--- config.mk ---
export PLATFORM = sky130hd
export DESIGN_NAME = ddr2_init_seq
export DESIGN_NICKNAME = d
export VERILOG_FILES = /design/src/rtl/ddr2_init_pkg.sv /design/src/rtl/init_wait_timer.sv /design/src/rtl/init_step_table.sv /design/src/rtl/ddr2_init_seq.sv
export SDC_FILE = /design/constraint.sdc
export NUM_CORES = 1
export LEC_CHECK = 0
export BUFFER_PORTS_ARGS = -buffer_cell sky130_fd_sc_hd__buf_2
export CORE_UTILIZATION = 45
export CTS_CLUSTER_SIZE = 12
export DETAILED_ROUTE_END_ITERATION = 7
export PLACE_DENSITY = 0.8
export SLEW_MARGIN = 20
export SYNTH_ARGS = -nofsm -noshare
export SYNTH_HDL_FRONTEND = slang
export SYNTH_SLANG_ARGS = --single-unit
--- constraint.sdc ---
create_clock -name clk -period 2.9 [get_ports clk]
set_input_delay 0.29 -clock clk [delete_from_list [all_inputs] [get_ports clk]]
set_output_delay 0.29 -clock clk [all_outputs]
set_load 0.01 [all_outputs]
--- src/rtl/ddr2_init_pkg.sv ---
package ddr2_init_pkg;

  typedef enum logic [1:0] {
    CMD_NOP  = 2'd0,
    CMD_PALL = 2'd1,
    CMD_MRS  = 2'd2,
    CMD_REF  = 2'd3
  } cmd_e;

  typedef enum logic [1:0] {
    ST_PWR  = 2'd0,
    ST_LOCK = 2'd1,
    ST_RUN  = 2'd2,
    ST_DONE = 2'd3
  } st_e;

  localparam int STEPS_PER_CHIP = 12;

  // {ras_n, cas_n, we_n} for each command
  function automatic logic [2:0] cmd_pins(cmd_e c);
    case (c)
      CMD_PALL: cmd_pins = 3'b010;
      CMD_MRS:  cmd_pins = 3'b000;
      CMD_REF:  cmd_pins = 3'b001;
      default:  cmd_pins = 3'b111;
    endcase
  endfunction

endpackage

--- src/rtl/init_wait_timer.sv ---
module init_wait_timer #(
  parameter int W       = 16,
  parameter int RST_VAL = 0
) (
  input  logic         clk,
  input  logic         rst,
  input  logic         load,
  input  logic [W-1:0] load_val,
  output logic         expired
);

  logic [W-1:0] cnt;

  always_ff @(posedge clk) begin
    if (rst)             cnt <= W'(RST_VAL);
    else if (load)       cnt <= load_val;
    else if (cnt != '0)  cnt <= cnt - 1'b1;
  end

  assign expired = (cnt == '0);

  // once run out the counter rests at zero until reloaded
  a_r6_timer_rests: assert property (@(posedge clk) disable iff (rst)
    (expired && !load) |=> expired);

endmodule

--- src/rtl/init_step_table.sv ---
module init_step_table
  import ddr2_init_pkg::*;
#(
  parameter int ADDR_W  = 14,
  parameter int BA_W    = 3,
  parameter int GAP_W   = 16,
  parameter int NOP_CYC = 100,
  parameter int T_RP    = 4,
  parameter int T_RFC   = 32,
  parameter int T_MRD   = 2,
  parameter int OCD_GAP = 200
) (
  input  logic [3:0]        step,
  input  logic [ADDR_W-1:0] mr_val,
  input  logic [ADDR_W-1:0] emr_val,
  input  logic [ADDR_W-1:0] emr2_val,
  input  logic [ADDR_W-1:0] emr3_val,
  output cmd_e              cmd,
  output logic [BA_W-1:0]   ba,
  output logic [ADDR_W-1:0] addr,
  output logic [GAP_W-1:0]  gap
);

  localparam logic [ADDR_W-1:0] A10_BIT   = ADDR_W'(1) << 10;
  localparam logic [ADDR_W-1:0] DLLRST    = ADDR_W'(1) << 8;
  localparam logic [ADDR_W-1:0] OCD_BITS  = ADDR_W'(7) << 7;
  localparam logic [ADDR_W-1:0] DLL_OFF   = ADDR_W'(1);

  logic [ADDR_W-1:0] emr_base;
  assign emr_base = emr_val & ~(OCD_BITS | DLL_OFF);

  always_comb begin
    cmd  = CMD_NOP;
    ba   = '0;
    addr = '0;
    gap  = GAP_W'(1);
    case (step)
      4'd0:  begin cmd = CMD_NOP;  gap = GAP_W'(NOP_CYC); end
      4'd1:  begin cmd = CMD_PALL; addr = A10_BIT; gap = GAP_W'(T_RP); end
      4'd2:  begin cmd = CMD_MRS;  ba = BA_W'(2); addr = emr2_val; gap = GAP_W'(T_MRD); end
      4'd3:  begin cmd = CMD_MRS;  ba = BA_W'(3); addr = emr3_val; gap = GAP_W'(T_MRD); end
      4'd4:  begin cmd = CMD_MRS;  ba = BA_W'(1); addr = emr_base; gap = GAP_W'(T_MRD); end
      4'd5:  begin cmd = CMD_MRS;  ba = BA_W'(0); addr = mr_val | DLLRST; gap = GAP_W'(T_MRD); end
      4'd6:  begin cmd = CMD_PALL; addr = A10_BIT; gap = GAP_W'(T_RP); end
      4'd7:  begin cmd = CMD_REF;  gap = GAP_W'(T_RFC); end
      4'd8:  begin cmd = CMD_REF;  gap = GAP_W'(T_RFC); end
      4'd9:  begin cmd = CMD_MRS;  ba = BA_W'(0); addr = mr_val & ~DLLRST; gap = GAP_W'(OCD_GAP); end
      4'd10: begin cmd = CMD_MRS;  ba = BA_W'(1); addr = emr_base | OCD_BITS; gap = GAP_W'(T_MRD); end
      4'd11: begin cmd = CMD_MRS;  ba = BA_W'(1); addr = emr_base; gap = GAP_W'(T_MRD); end
      default: ;
    endcase
  end

endmodule

--- src/rtl/ddr2_init_seq.sv ---
module ddr2_init_seq
  import ddr2_init_pkg::*;
#(
  parameter int CLK_MHZ   = 250,
  parameter int PWRUP_US  = 200,
  parameter int NOP_NS    = 400,
  parameter int T_RP      = 4,
  parameter int T_RFC     = 32,
  parameter int T_MRD     = 2,
  parameter int T_OCD     = 200,
  parameter int NUM_CHIPS = 2,
  parameter int ADDR_W    = 14,
  parameter int BA_W      = 3
) (
  input  logic                 clk,
  input  logic                 rst,
  input  logic                 dll_locked,
  input  logic [ADDR_W-1:0]    mr_val,
  input  logic [ADDR_W-1:0]    emr_val,
  input  logic [ADDR_W-1:0]    emr2_val,
  input  logic [ADDR_W-1:0]    emr3_val,
  output logic                 cke,
  output logic [NUM_CHIPS-1:0] cs_n,
  output logic                 ras_n,
  output logic                 cas_n,
  output logic                 we_n,
  output logic [BA_W-1:0]      ba,
  output logic [ADDR_W-1:0]    addr,
  output logic                 init_done,
  output logic                 refresh_en
);

  localparam int PWR_CYC = CLK_MHZ * PWRUP_US;
  localparam int NOP_CYC = (CLK_MHZ * NOP_NS + 999) / 1000;
  localparam int OCD_GAP = (T_OCD > T_MRD) ? T_OCD : T_MRD;
  localparam int MAX_A   = (PWR_CYC > NOP_CYC) ? PWR_CYC : NOP_CYC;
  localparam int MAX_B   = (T_RFC > OCD_GAP) ? T_RFC : OCD_GAP;
  localparam int MAX_C   = (T_RP > MAX_B) ? T_RP : MAX_B;
  localparam int MAX_GAP = (MAX_A > MAX_C) ? MAX_A : MAX_C;
  localparam int TMR_W   = $clog2(MAX_GAP + 1);
  localparam int CHIP_W  = $clog2(NUM_CHIPS + 1);

  st_e               st;
  logic [3:0]        step;
  logic [CHIP_W-1:0] chip;
  logic              expired;
  logic              fire;
  logic              last_chip_done;
  cmd_e              t_cmd;
  logic [BA_W-1:0]   t_ba;
  logic [ADDR_W-1:0] t_addr;
  logic [TMR_W-1:0]  t_gap;
  logic [NUM_CHIPS-1:0] cs_sel;

  init_step_table #(
    .ADDR_W(ADDR_W), .BA_W(BA_W), .GAP_W(TMR_W), .NOP_CYC(NOP_CYC),
    .T_RP(T_RP), .T_RFC(T_RFC), .T_MRD(T_MRD), .OCD_GAP(OCD_GAP)
  ) u_table (
    .step(step), .mr_val(mr_val), .emr_val(emr_val), .emr2_val(emr2_val),
    .emr3_val(emr3_val), .cmd(t_cmd), .ba(t_ba), .addr(t_addr), .gap(t_gap)
  );

  init_wait_timer #(.W(TMR_W), .RST_VAL(PWR_CYC - 1)) u_timer (
    .clk(clk), .rst(rst), .load(fire), .load_val(t_gap - 1'b1),
    .expired(expired)
  );

  for (genvar g = 0; g < NUM_CHIPS; g++) begin : g_cs
    assign cs_sel[g] = (chip == CHIP_W'(g));
  end

  assign fire = ((st == ST_LOCK) && dll_locked) || ((st == ST_RUN) && expired);
  assign last_chip_done = (chip == CHIP_W'(NUM_CHIPS));

  always_ff @(posedge clk) begin
    if (rst) begin
      st         <= ST_PWR;
      step       <= '0;
      chip       <= '0;
      cke        <= 1'b0;
      cs_n       <= '1;
      {ras_n, cas_n, we_n} <= 3'b111;
      ba         <= '0;
      addr       <= '0;
      init_done  <= 1'b0;
      refresh_en <= 1'b0;
    end else begin
      case (st)
        ST_PWR: if (expired) st <= ST_LOCK;
        ST_LOCK, ST_RUN: begin
          if (fire && last_chip_done) begin
            st         <= ST_DONE;
            cs_n       <= '1;
            {ras_n, cas_n, we_n} <= 3'b111;
            ba         <= '0;
            addr       <= '0;
            init_done  <= 1'b1;
            refresh_en <= 1'b1;
          end else if (fire) begin
            st   <= ST_RUN;
            cke  <= 1'b1;
            cs_n <= ~cs_sel;
            {ras_n, cas_n, we_n} <= cmd_pins(t_cmd);
            ba   <= t_ba;
            addr <= t_addr;
            if (step == 4'(STEPS_PER_CHIP - 1)) begin
              step <= '0;
              chip <= chip + 1'b1;
            end else begin
              step <= step + 1'b1;
            end
          end else begin
            {ras_n, cas_n, we_n} <= 3'b111;
            ba   <= '0;
            addr <= '0;
          end
        end
        default: ;
      endcase
    end
  end

  // no device is selected while clock-enable is low
  a_r1_deselect_cke_low: assert property (@(posedge clk) disable iff (rst)
    !cke |-> (&cs_n));

  // clock-enable rises only after the lock input was seen high
  a_r2_lock_before_cke: assert property (@(posedge clk) disable iff (rst)
    $rose(cke) |-> $past(dll_locked));

  // clock-enable never falls once raised
  a_r3_cke_holds: assert property (@(posedge clk) disable iff (rst)
    cke |=> cke);

  // at most one device selected at a time
  a_r8_single_cs: assert property (@(posedge clk) disable iff (rst)
    $countones(~cs_n) <= 1);

  // completion is sticky and refresh enable follows it
  a_r9_done_sticky: assert property (@(posedge clk) disable iff (rst)
    init_done |=> (init_done && refresh_en));

  // no device selected after completion
  a_r9_idle_after_done: assert property (@(posedge clk) disable iff (rst)
    init_done |-> (&cs_n));

endmodule

=== Yosys cells after proc, flatten, opt, wreduce, memory -nomap -nowiden ===
Index checks and enable logic that the tools add are counted.
Widths: inputs -> output; s select.

* $add $sub $neg: 4
* Equal/unequal tests: 20
* Multiplexer cells: 24
* Bitwise logic cells: 2
* Reductions and logical operators: 24

{| class="wikitable"
|+ Operators by type and width
! operator !! count
|-
| $pmux 14 s7 || 1
|-
| $pmux 8 s5 || 1
|-
| $mux 16 || 2
|-
| $sub 16x1->16 const B || 2
|-
| $mux 14 || 2
|-
| $eq 4x3->1 const B || 4
|-
| $eq 4x4->1 const B || 4
|-
| $logic_not 16->1 || 1
|-
| $reduce_bool 16->1 || 1
|-
| $pmux 2 s3 || 2
|-
| $mux 2 || 5
|-
| $pmux 3 s3 || 1
|-
| $eq 2x2->1 const B || 4
|-
| $eq 4x2->1 const B || 2
|-
| $reduce_or 2->1 || 4
|-
| $reduce_or 7->1 || 1
|-
| $eq 2x1->1 const B || 3
|-
| $mux 1 || 6
|-
| $mux 3 || 2
|-
| $reduce_and 3->1 || 2
|-
| $reduce_bool 2->1 || 3
|-
| $reduce_or 6->1 || 1
|-
| $add 4x1->4 const B || 1
|-
| $eq 4x1->1 const B || 1
|-
| other kinds (14) || 18
|}

* Register bits: 48
* Input port bits: 59
* Output and inout bits: 25
* Word-level logic and storage cells: 86

=== Logic depth before layout (Yosys ltp) ===
Gate-level depths: netlist (run 1).

* Depth in word-level cells: 7
* Gate-level depth with buffers: 15
* Gate-level depth less buffers: 12

=== Cells and area by module ===
From an unflattened synthesis (run 1), not the netlist that was laid out.

* Cell total of the unflattened synthesis: 404
* Area total of the unflattened synthesis: 3349.5 um^2

{| class="wikitable"
|+ Modules (own cells, without submodules)
! module !! instances !! cells each !! area an instance (um^2) !! sequential area each (um^2)
|-
| ddr2_init_seq || 1 || 196 || 1691.6 || 640.6
|-
| init_wait_timer || 1 || 114 || 998.5 || 320.3
|-
| init_step_table || 1 || 94 || 659.4 || 0.0
|}

=== Worst setup path before layout (run 1) ===
Ideal clock, no wire load.

* Path kind: register to register
* From: register u_timer.cnt[0]
* To: register u_timer.cnt[12]
* Library setup time: 0.132 ns
* Data arrival time: 2.836 ns
* Data required time: 2.768 ns
* Slack: -0.068 ns
* Cell stages (with the launch flop): 12
* Buffers on the path: 2
* Clock period less this slack: 2.968 ns
* Path through: dfxtp_1 or4_4 nor3_4 a31oi_4 clkbuf_1 clkbuf_1 a21oi_1 ha_1 a21boi_0 o221ai_1 o311ai_0 a21oi_1

* Word-level cells in the longest chain between the ends: 4
* Elaborated cells on any way between the ends: 8
* Those cells by class: add/sub: 1; mux: 2; reduce/logical: 5

{| class="wikitable"
|+ RTL lines
! element !! line !! source
|-
| start, declared || init_wait_timer.sv:12 || <nowiki>logic [W-1:0] cnt;</nowiki>
|-
| start signal, assigned || init_wait_timer.sv:15 || <nowiki>if (rst) cnt <= W'(RST_VAL);</nowiki>
|-
| start signal, assigned || init_wait_timer.sv:16 || <nowiki>else if (load) cnt <= load_val;</nowiki>
|-
| start signal, assigned || init_wait_timer.sv:17 || <nowiki>else if (cnt != '0) cnt <= cnt - 1'b1;</nowiki>
|-
| parallel branches: the longest is 4 deep, another holds $sub 16x1->16 || -- ||
|}

Parallel ways; which one is timed is not known. The select of a mux whose other input is x is not followed.
A chain may end at the register's enable or synchronous reset.

=== Worst setup path after layout (run 1) ===
Same ends and word-level chain as after synthesis.

==> results.tsv, run 1 <==
stage	metric	value	unit
die	coreArea	6314	µm²
yosys	ys_warn_count	0	
route	initialDrtViolationCount	209	
power_and_ir_drop	p_leak	1.486	nW
cells_and_area	final_common_cell	buf_2	
clock_tree	cts_resized	0	
grt	grtUsageTotal	22.84	%
clock_tree	h-tree-depth	2	
die	die_w	82.87	µm
critical_path	critPathBufInv	0	
clock_tree	ctsHoldBuffers	0	
yosys	synth_area_leaders	dfxtp_1 (32%), nand2_1 (8.2%), a21oi_1 (7.3%)	
die	placementRows	29	
yosys	async_reset_ff_share	0	%
timing	slew-limit-headroom	39.71	%
cells_and_area	seq_area	940.9	µm²
timing	period_share	96.79	%
route	ant_nets	0	
route	vias	3141	
cells_and_area	final_nets	533	
yosys	syn_nets	462	
clock_tree	cts_max_path_buffers	2	
placement	io_buffers	77	
clock_tree	cts_tree	built	
critical_path	worstSetupEndpointType	flop	
cells_and_area	layout_common_cells	buf_2 (77), nand2_1 (64), dfxtp_1 (47), a21oi_1 (42), nor2_1 (31)	
min_path	hold_class	input pin to flop	
critical_path	slowest_delay	0.59	ns
flow_run	drv_cap	0	
grt	overflow	0	
clock_tree	clk_latency	0.31	ns
run_status	outcome	complete, no violations	
clock_tree	post_cts_buffers	0	
clock_tree	clock-sinks	47	
timing	setup_slack	0.09305	ns
timing	finClkSkew	0.007262	ns
timing	holdWs	0.3076	ns
grt	grt_max_degree	49	
route	viasPerCell	5.817	
clock_tree	clkTransAtPathRegs	0.10	ns
cells_and_area	final_layout_size_suffix_gt1_share	25.27	%
placement	pre_cts_ws	0.1125	ns
yosys	synth_flop_cell	dfxtp_1	
timing	drv_slew	0	
die	io_pins	84	
min_path	min_path_cells	5	
cells_and_area	synthToLayoutAreaGrowth	21.00	%
yosys	postSynthCellCount	391	
critical_path	crit_path_frequent_cell	a21oi_1	
yosys	synth_edf_count	0	
clock_tree	numCtsBuffers	5	
placement	place_congestion	0.8866	
yosys	synth_area_leader_cell	dfxtp_1	
route	first_pass_iters	5	
die	fp.dieArea	6867	µm²
timing	setup_viol	0	
cells_and_area	fill_cells	620	
power_and_ir_drop	power.density	353.8	nW/µm²
critical_path	critPathKind	flop to flop	
placement	placed_cell_area	3426	µm²
timing	tightestPinTransition	0.9043	ns
critical_path	reg2regPathDepth	9	
yosys	synth-seq-cells	47	
critical_path	worstPathCellList	or4_4 > nor3_4 > a31oi_4 > a21oi_1 > ha_2 > a21boi_0 > o221ai_2 > o311ai_2 > a21oi_1	
route	routedWlPerCell	14.32	µm
critical_path	critPathSlowestCell	or4_4	
cells_and_area	multiInputGateArea	1858	µm²
cells_and_area	stdcell_area	3561	µm²
clock_tree	root_buffer	clkbuf_8	
yosys	yosysSeqAreaShare	31.97	%
yosys	synth_area	2943	µm²
die	start_util	46.61	%
timing	hold_viol	0	
power_and_ir_drop	peakVddDrop	201.8	µV
placement	dp_hpwl	5597	µm
timing	fin_crit	2.807	ns
route	drc	0	
route	finalWirelength	7734	µm
timing	fmax	356.3	MHz
critical_path	cp_num_cells	9	
grt	grt_antenna_before_repair	0	
die	die_h	82.87	µm
yosys	syn_avg_cell_area	7.526	µm²
grt	grt_pass1_wl	13250	µm
yosys	synth_top_area_share	31.97	%
yosys	synthDistinctLibCells	57	
critical_path	critPathTopFamily	compound AO/OA/AOI/OAI gates	
critical_path	critPathArrivalTime	2.97	ns
critical_path	worstPathRequired	3.07	ns
cells_and_area	antenna_cells	0	
critical_path	cp-start-kind	flop	
grt	grt_pass1_vias	3045	
critical_path	path_max_fanout	8	
## cells in the mapped netlist, types with 5 or more instances
cell type,n
a21o_1,7
a21oi_1,43
a222oi_1,10
a31oi_1,6
clkbuf_1,25
dfxtp_1,47
ha_1,12
inv_1,11
mux2i_1,5
nand2_1,64
nand2b_1,8
nand3_1,9
nor2_1,31
nor2b_1,5
nor3_1,14
o21ai_0,15
or3_1,5
## final cells by class
cell class,instances,share of cell area (%)
clock inverters,3,1.300
well taps,77,2.706
repair buffers,93,14.20
clock buffers,5,1.933
flip-flops and latches,47,26.42
inverters,12,1.265
multi-input cells,303,52.18
## routing by layer
layer | part of all wire (%) | GRT usage (%) | vias to the layer above
li1 | - | - | 1548
met3 | 6.4 | 4.970 | 17
met4 | 1.8 | 8.150 | 0
met2 | 50 | 41.43 | 122
met1 | 42 | 26.23 | 1454
met5 | 0 | 0 | -
## logic make-up (layout without fill, tap and decap cells)
family	count (synthesis)	count (layout)	synth area share, %
XOR/XNOR	7	7	2.083
AND/OR/NAND/NOR	158	158	25.89
adder cells (fa/ha/maj)	12	12	5.102
other	1	1	0.1274
AO/OA/AOI/OAI	120	120	27.55
multiplexers	5	5	1.701
flip-flops	47	47	31.97
buffers and inverters	41	113	5.569
## worst reg2reg max path: stages, from the launching register on
cell and delay (ns):
dfxtp_1 0.34, or4_4 0.59, nor3_4 0.26, a31oi_4 0.18, a21oi_1 0.26, ha_2 0.26, a21boi_0 0.24, o221ai_2 0.18
o311ai_2 0.28, a21oi_1 0.09
## through the flow
| step | std cells | utilization [%] | setup TNS (ns) | power [mW] |
|---|---|---|---|---|
| floorplan | 391 | - | 0 | 0.7131 |
| global placement | 532 | 54.26 | 0 | 0.7566 |
| detailed placement | 532 | 54.26 | 0 | 0.7598 |
| CTS | 540 | 56.08 | 0 | 1.261 |
| global route | 540 | 56.40 | -0.06539 | 1.299 |
| finish | 540 | 56.40 | 0 | 1.260 |
## power by group
| part | internal (mW) | switching, mW | total, mW |
|---|---|---|---|
| sequential | 0.650 | 0.00340 | 0.653 |
| combinational | 0.0469 | 0.0478 | 0.0948 |
| clock | 0.260 | 0.252 | 0.512 |
| total | 0.957 | 0.303 | 1.26 |
## registers in the layout (all words and copies together), names as in the netlist, 2 cells and up
name / cells
st: 2
u_timer.cnt: 16
addr: 14
ba: 2
step: 4
cs_n: 2
chip: 2
## path summary, 6_finish.rpt
check	from	endpoint	slack, ns
max	u_timer.cnt[0]	u_timer.cnt[12]	0.09
min	emr_val[12]	addr[12]	0.31
max reg2reg	u_timer.cnt[0]	u_timer.cnt[12]	0.09
min reg2reg	addr[4]	addr[4]	0.46
Note: power is estimated with default switching activity, not from simulation.
==> inputs of run 2 (changes only) <==
Settings changed: CTS_BUF_LIST from default to sky130_fd_sc_hd__clkbuf_2, CTS_CLUSTER_SIZE 12 to 24, REMOVE_ABC_BUFFERS from default to 1.
==> results.tsv, run 2 (same netlist as run 1, synthesis figures left out) <==
stage	metric	value	unit	change
run_status	outcome	complete, no violations		
grt	grtUsageTotal	22.43	%	-0.41 points
grt	grt_max_degree	49		unchanged
power_and_ir_drop	p_leak	1.485	nW	about the same
critical_path	crit_end	u_timer.cnt[6]		
cells_and_area	antenna_cells	0		unchanged
cells_and_area	top_register	u_timer.cnt		
clock_tree	clk_latency	0.45	ns	+0.14 ns
die	coreArea	6314	µm²	unchanged
timing	tightestPinTransition	0.8688	ns	-0.03556 ns
clock_tree	clkTransAtPathRegs	0.28	ns	+0.18 ns
clock_tree	post_cts_buffers	0		unchanged
grt	grt_pass1_wl	13050	µm	-1.5%
route	first_pass_iters	6		+1
route	viasPerCell	5.865		+0.83%
timing	fmax	361.8	MHz	+1.5%
timing	period_share	95.32	%	-1.5 points
die	fp.dieArea	6867	µm²	unchanged
critical_path	path_max_fanout	7		-1
timing	rsz0062_at_grt	no		
critical_path	reg2regPathDepth	10		+1
die	placementRows	29		unchanged
critical_path	rrSetupSlack	0.14	ns	+0.04 ns
critical_path	critPathTopFamily	simple AND/OR/NAND/NOR gates		
cells_and_area	stdcell_area	3536	µm²	-0.70%
timing	finClkSkew	0.03201	ns	+0.02475 ns
timing	fin_setup_tns	0	ns	unchanged
placement	placed_cell_area	3426	µm²	unchanged
timing	setup_slack	0.1359	ns	+0.04282 ns
route	routedWlPerCell	14.55	µm	+1.6%
cells_and_area	final_common_cell	buf_2		
critical_path	r2r-end	u_timer.cnt[6]		
clock_tree	cts_max_path_buffers	2		unchanged
placement	dp.cells	532		unchanged
route	ant_nets	0		unchanged
critical_path	critPathArrivalTime	3.12	ns	+0.15 ns
route	finalWirelength	7855	µm	+1.6%
die	die_h	82.87	µm	unchanged
power_and_ir_drop	peakVddDrop	213.4	µV	+5.7%
clock_tree	h-tree-depth	2		unchanged
timing	setup_viol	0		unchanged
flow_run	drv_cap	0		unchanged
route	vias	3167		+0.83%
critical_path	worstPathCellList	or4_4 > nor3_4 > a31oi_4 > a21oi_1 > ha_2 > o21ai_1 > nor4_2 > mux2i_1 > xor2_1 > a21o_1		
timing	hold_viol	0		unchanged
critical_path	crit_start	u_timer.cnt[0]		
min_path	holdCritStartpoint	emr_val[2]		
clock_tree	cts_tree	built		
cells_and_area	fill_cells	614		-0.97%
clock_tree	clock-sinks	47		unchanged
critical_path	worstSetupEndpointType	flop		
timing	drv_slew	0		unchanged
critical_path	rr_startpoint	u_timer.cnt[0]		
min_path	hold_class	input pin to flop		
cells_and_area	layout.cells.non_filler	540		unchanged
placement	pre_cts_ws	0.1127	ns	+0.0001750 ns
placement	place_congestion	0.9316		+5.1%
critical_path	cp-start-kind	flop		
clock_tree	numCtsBuffers	5		unchanged
die	io_pins	84		unchanged
critical_path	worstPathRequired	3.25	ns	+0.18 ns
cells_and_area	synthToLayoutAreaGrowth	20.15	%	
critical_path	cp_num_cells	10		+1
critical_path	critPathKind	flop to flop		
placement	io_buffers	77		unchanged
grt	grt_pass1_vias	2938		-3.5%
critical_path	critPathBufInv	0		unchanged
placement	dp_hpwl	5662	µm	+1.2%
clock_tree	root_buffer	clkbuf_2		
route	initialDrtViolationCount	194		-7.2%
cells_and_area	final_layout_size_suffix_gt1_share	25.27	%	unchanged
timing	slew-limit-headroom	42.08	%	+2.4 points
critical_path	slowest_delay	0.58	ns	about the same
die	start_util	46.61	%	unchanged
cells_and_area	largest_reg_flops	16		unchanged
timing	fin_crit	2.764	ns	-0.04282 ns
die	die_w	82.87	µm	unchanged
grt	overflow	0		unchanged
grt	grt_antenna_before_repair	0		unchanged
critical_path	critPathSlowestCell	or4_4		
power_and_ir_drop	power.density	347.6	nW/µm²	-1.7%
cells_and_area	reg_top3	u_timer.cnt x16, addr x14, step x4		
cells_and_area	layout_common_cells	buf_2 (77), nand2_1 (64), dfxtp_1 (46), a21oi_1 (42), nor2_1 (31)		
cells_and_area	final_nets	533		unchanged
route	drc	0		unchanged
run 2: worst min-delay path by stage:
| stage | end | slack, ns | cells past startpoint |
|---|---|---|---|
| after floorplan | addr[11] | 0.36 | 1 |
| after global placement | addr[4] | 0.44 | 2 |
| after detailed placement | cs_n[0] | 0.45 | 1 |
| after CTS | addr[2] | 0.12 | 5 |
| after global routing | addr[3] | 0.12 | 5 |
| final | addr[2] | 0.14 | 5 |
run 2: final cells by class:
cell class	instances	area [µm²]	share of cell area, %
inverters	12	45.04	1.274
well taps	77	96.34	2.725
repair buffers	93	505.5	14.30
clock buffers	5	25.02	0.7077
flip-flops and latches	47	942.2	26.65
multi-input cells	303	1851	52.34
clock inverters	3	71.32	2.017
run 2: where the power goes:
group / internal [mW] / switching (mW)
combinational: 0.0450 / 0.0446
sequential: 0.654 / 0.00765
clock: 0.238 / 0.240
total: 0.936 / 0.293
run 2: per-stage QoR:
stage / power [mW] / util, % / hold slack [ns]
6_report: 1.229 / 56.00 / 0.1393
5_1_grt: 1.270 / 56.00 / 0.1220
4_1_cts: 1.234 / 55.79 / 0.1194
3_5_place_dp: 0.7591 / 54.26 / 0.4464
3_3_place_gp: 0.7562 / 54.26 / 0.4356
2_1_floorplan: 0.7028 / - / 0.3591
run 2: metal layers:
layer / track usage [%] / wire [µm]
met5: 0 / 0
met4: 5.643 / 110
met3: 3.877 / 456
met2: 42.25 / 3978
met1: 26.01 / 3309
run 2: timing repair:
action	4_1_cts	5_1_grt
setup endpoints to repair	0	4
resized for setup	0	6
hold endpoints to repair	0	0
hold buffers	0	0
run 2: tightest hold or removal path, cell delays in order:
cell     delay [ns]
buf_2          0.09
nand2_1        0.04
nand2_1        0.05
nand2_1        0.06
a21oi_1        0.05
==> inputs of run 3 (changes only) <==
Settings changed: ABC_AREA from default to 1, CELL_PAD_IN_SITES_DETAIL_PLACEMENT from default to 1, CELL_PAD_IN_SITES_GLOBAL_PLACEMENT from default to 2, CORE_UTILIZATION 45 to 25, GPL_ROUTABILITY_DRIVEN from default to 0, PLACE_DENSITY 0.8 to 0.85.
==> results.tsv, run 3 <==
stage	metric	value	unit	change
clock_tree	numCtsBuffers	5		unchanged
timing	finClkSkew	0.03403	ns	+0.002016 ns
min_path	hold_class	input pin to flop		
clock_tree	clock-sinks	47		unchanged
die	placementRows	38		+31%
critical_path	worstPathCellList	inv_1 > ha_1 > nand2_1 > nand2_1 > nor3_2 > nand2_1 > o21ai_2 > ha_1 > inv_1 > nor2_1 > nand2_2 > nor2_4 > nor2_1 > o21ai_1 > nand2_1		
timing	tightestPinTransition	0.7659	ns	-0.1029 ns
yosys	async_reset_ff_share	0	%	unchanged
power_and_ir_drop	peakVddDrop	157.7	µV	-26%
clock_tree	h-tree-depth	2		unchanged
cells_and_area	synthToLayoutAreaGrowth	20.11	%	about the same
timing	fin_setup_tns	0	ns	unchanged
timing	rsz0062_at_grt	no		
clock_tree	cts_max_path_buffers	2		unchanged
cells_and_area	stdcell_area	3416	µm²	-3.4%
route	ant_nets	0		unchanged
grt	grt_antenna_before_repair	0		unchanged
route	vias	2960		-6.5%
yosys	synth_flop_cell	dfxtp_1		
critical_path	rrSetupSlack	0.37	ns	+0.23 ns
critical_path	r2r-end	u_timer.cnt[6]		
timing	period_share	87.23	%	-8.1 points
die	io_pins	84		unchanged
cells_and_area	final_common_cell	nand2_1		
grt	overflow	0		unchanged
yosys	postSynthCellCount	440		+13%
flow_run	drv_cap	0		unchanged
yosys	syn_avg_cell_area	6.464	µm²	-14%
timing	drv_slew	0		unchanged
critical_path	crit_path_frequent_cell	nand2_1		
placement	placed_cell_area	3337	µm²	-2.6%
grt	grt_pass1_vias	3197		+8.8%
grt	busiest_layer	met2		
timing	hold_viol	0		unchanged
run_status	outcome	complete, no violations		
critical_path	critPathSlowestCell	dfxtp_2		
grt	grtUsageTotal	15.66	%	-6.8 points
timing	fin_crit	2.530	ns	-0.2345 ns
timing	slew-limit-headroom	48.88	%	+6.8 points
critical_path	critPathBufInv	2		+2
timing	setup_viol	0		unchanged
route	initialDrtViolationCount	69		-64%
cells_and_area	top_register	u_timer.cnt		
critical_path	rr_startpoint	step[0]		
cells_and_area	reg_top3	u_timer.cnt x16, addr x14, step x4		
critical_path	critPathKind	flop to flop		
cells_and_area	fill_cells	1418		+130%
yosys	synth-seq-cells	47		unchanged
critical_path	critPathArrivalTime	2.86	ns	-0.26 ns
die	die_w	108.7	µm	+31%
route	viasPerCell	4.540		-23%
yosys	synth_area_leader_cell	dfxtp_1		
yosys	synthDistinctLibCells	35		-39%
yosys	ys_warn_count	0		unchanged
grt	grt_pass1_wl	14670	µm	+12%
yosys	yosysSeqAreaShare	33.08	%	+1.1 points
die	start_util	25.89	%	-21 points
timing	fmax	395.3	MHz	+9.3%
cells_and_area	largest_reg_flops	16		unchanged
clock_tree	root_buffer	clkbuf_2		
placement	dp_hpwl	6699	µm	+18%
grt	grtUsageMet2	28.57	%	-14 points
placement	io_buffers	77		unchanged
clock_tree	clk_latency	0.45	ns	about the same
cells_and_area	final_nets	582		+9.2%
yosys	synth_commonest_cells	nand2_1 (146), inv_1 (52), dfxtp_1 (47), nor2_1 (41), a21oi_1 (30)		
critical_path	worstSetupEndpointType	flop		
critical_path	crit_start	step[0]		
die	die_h	108.7	µm	+31%
critical_path	slowest_delay	0.43	ns	-0.15 ns
cells_and_area	antenna_cells	0		unchanged
route	first_pass_iters	4		-2
yosys	synth_top_area_share	33.08	%	+1.1 points
yosys	synth_area_leaders	dfxtp_1 (33%), nand2_1 (19%), inv_1 (6.9%)		
power_and_ir_drop	finalPower	1.248	mW	+1.5%
clock_tree	cts_resized	0		unchanged
clock_tree	clkTransAtPathRegs	0.30	ns	+0.02 ns
route	routedWlPerCell	12.98	µm	-11%
critical_path	path_max_fanout	7		unchanged
grt	grt_use_met1	17.69	%	-8.3 points
critical_path	worstPathRequired	3.23	ns	-0.02 ns
yosys	yosysMostFrequentCell	nand2_1		
route	drc	0		unchanged
critical_path	reg2regPathDepth	15		+5
critical_path	critPathTopFamily	simple AND/OR/NAND/NOR gates		
critical_path	crit_end	u_timer.cnt[6]		
yosys	synth_edf_count	0		unchanged
yosys	synth_area	2844	µm²	-3.4%
cells_and_area	layout_common_cells	nand2_1 (145), buf_2 (77), inv_1 (52), dfxtp_1 (44), nor2_1 (41)		
power_and_ir_drop	p_leak	1.605	nW	+8.0%
die	fp.dieArea	11810	µm²	+72%
clock_tree	post_cts_buffers	0		unchanged
route	finalWirelength	8461	µm	+7.7%
power_and_ir_drop	power.density	365.3	nW/µm²	+5.1%
critical_path	cp_num_cells	15		+5
clock_tree	cts_tree	built		
clock_tree	ctsHoldBuffers	0		unchanged
die	coreArea	10980	µm²	+74%
grt	grt_max_degree	25		-49%
grt	use_met3	4.722	%	+0.85 points
critical_path	cp-start-kind	flop		
cells_and_area	final_layout_size_suffix_gt1_share	22.07	%	-3.2 points
[run 3: final cells by class]
cell class              instances  area, µm²  area share, %
clock buffers                   5      25.02         0.7326
clock inverters                 3      47.55          1.392
inverters                      55      206.4          6.044
multi-input cells             323       1617          47.33
flip-flops and latches         47      944.7          27.66
well taps                     140      175.2          5.128
repair buffers                 79      400.4          11.72
[run 3: worst min-delay path, cell delays in order]
cell,delay (ns)
buf_2,0.10
nand2_1,0.05
nand4_1,0.07
nand2_1,0.07
a21oi_1,0.05
[run 3: worst min path at each step]
stage / slack (ns) / cells after the start / startpoint / to
after floorplan: 0.36 / 1 / rst / addr[0]
after global placement: 0.45 / 2 / addr[6] / addr[6]
after detailed placement: 0.46 / 2 / addr[5] / addr[5]
after CTS: 0.15 / 5 / emr_val[10] / addr[10]
after global routing: 0.15 / 5 / emr_val[10] / addr[10]
final: 0.16 / 5 / emr_val[10] / addr[10]
[run 3: logic make-up (layout without fill, tap and decap cells)]
| family | after synthesis | count (layout) | synth area share [%] |
|---|---|---|---|
| and+or+nand+nor | 250 | 250 | 39.38 |
| buffers and inverters | 70 | 142 | 10.16 |
| xor gates and xnor gates | 3 | 3 | 0.9241 |
| adders and majority gates | 12 | 12 | 5.279 |
| DFF | 47 | 47 | 33.08 |
| other | 1 | 1 | 0.1319 |
| AOI/OAI and AO/OA | 57 | 57 | 11.04 |
[run 3: where the power goes]
part	internal (mW)	switching (mW)
logic	0.0659	0.109
registers	0.664	0.00928
clock network	0.151	0.248
total	0.881	0.367
[run 3: metrics by stage]
step                setup WS, ns  hold slack (ns)  util (%)  cells
floorplan                 0.7188           0.3591         -    425
global placement          0.3861           0.4489     30.38    644
detailed placement        0.3241           0.4582     30.38    644
CTS                       0.2441           0.1483     31.04    652
global route            0.006634           0.1457     31.10    652
finish                    0.3704           0.1640     31.10    652
[run 3: layer usage]
metal	vias up	share of wire, %
li1	1535	-
met1	1336	43
met2	83	49
met3	6	7.2
met4	0	0.83
met5	-	0
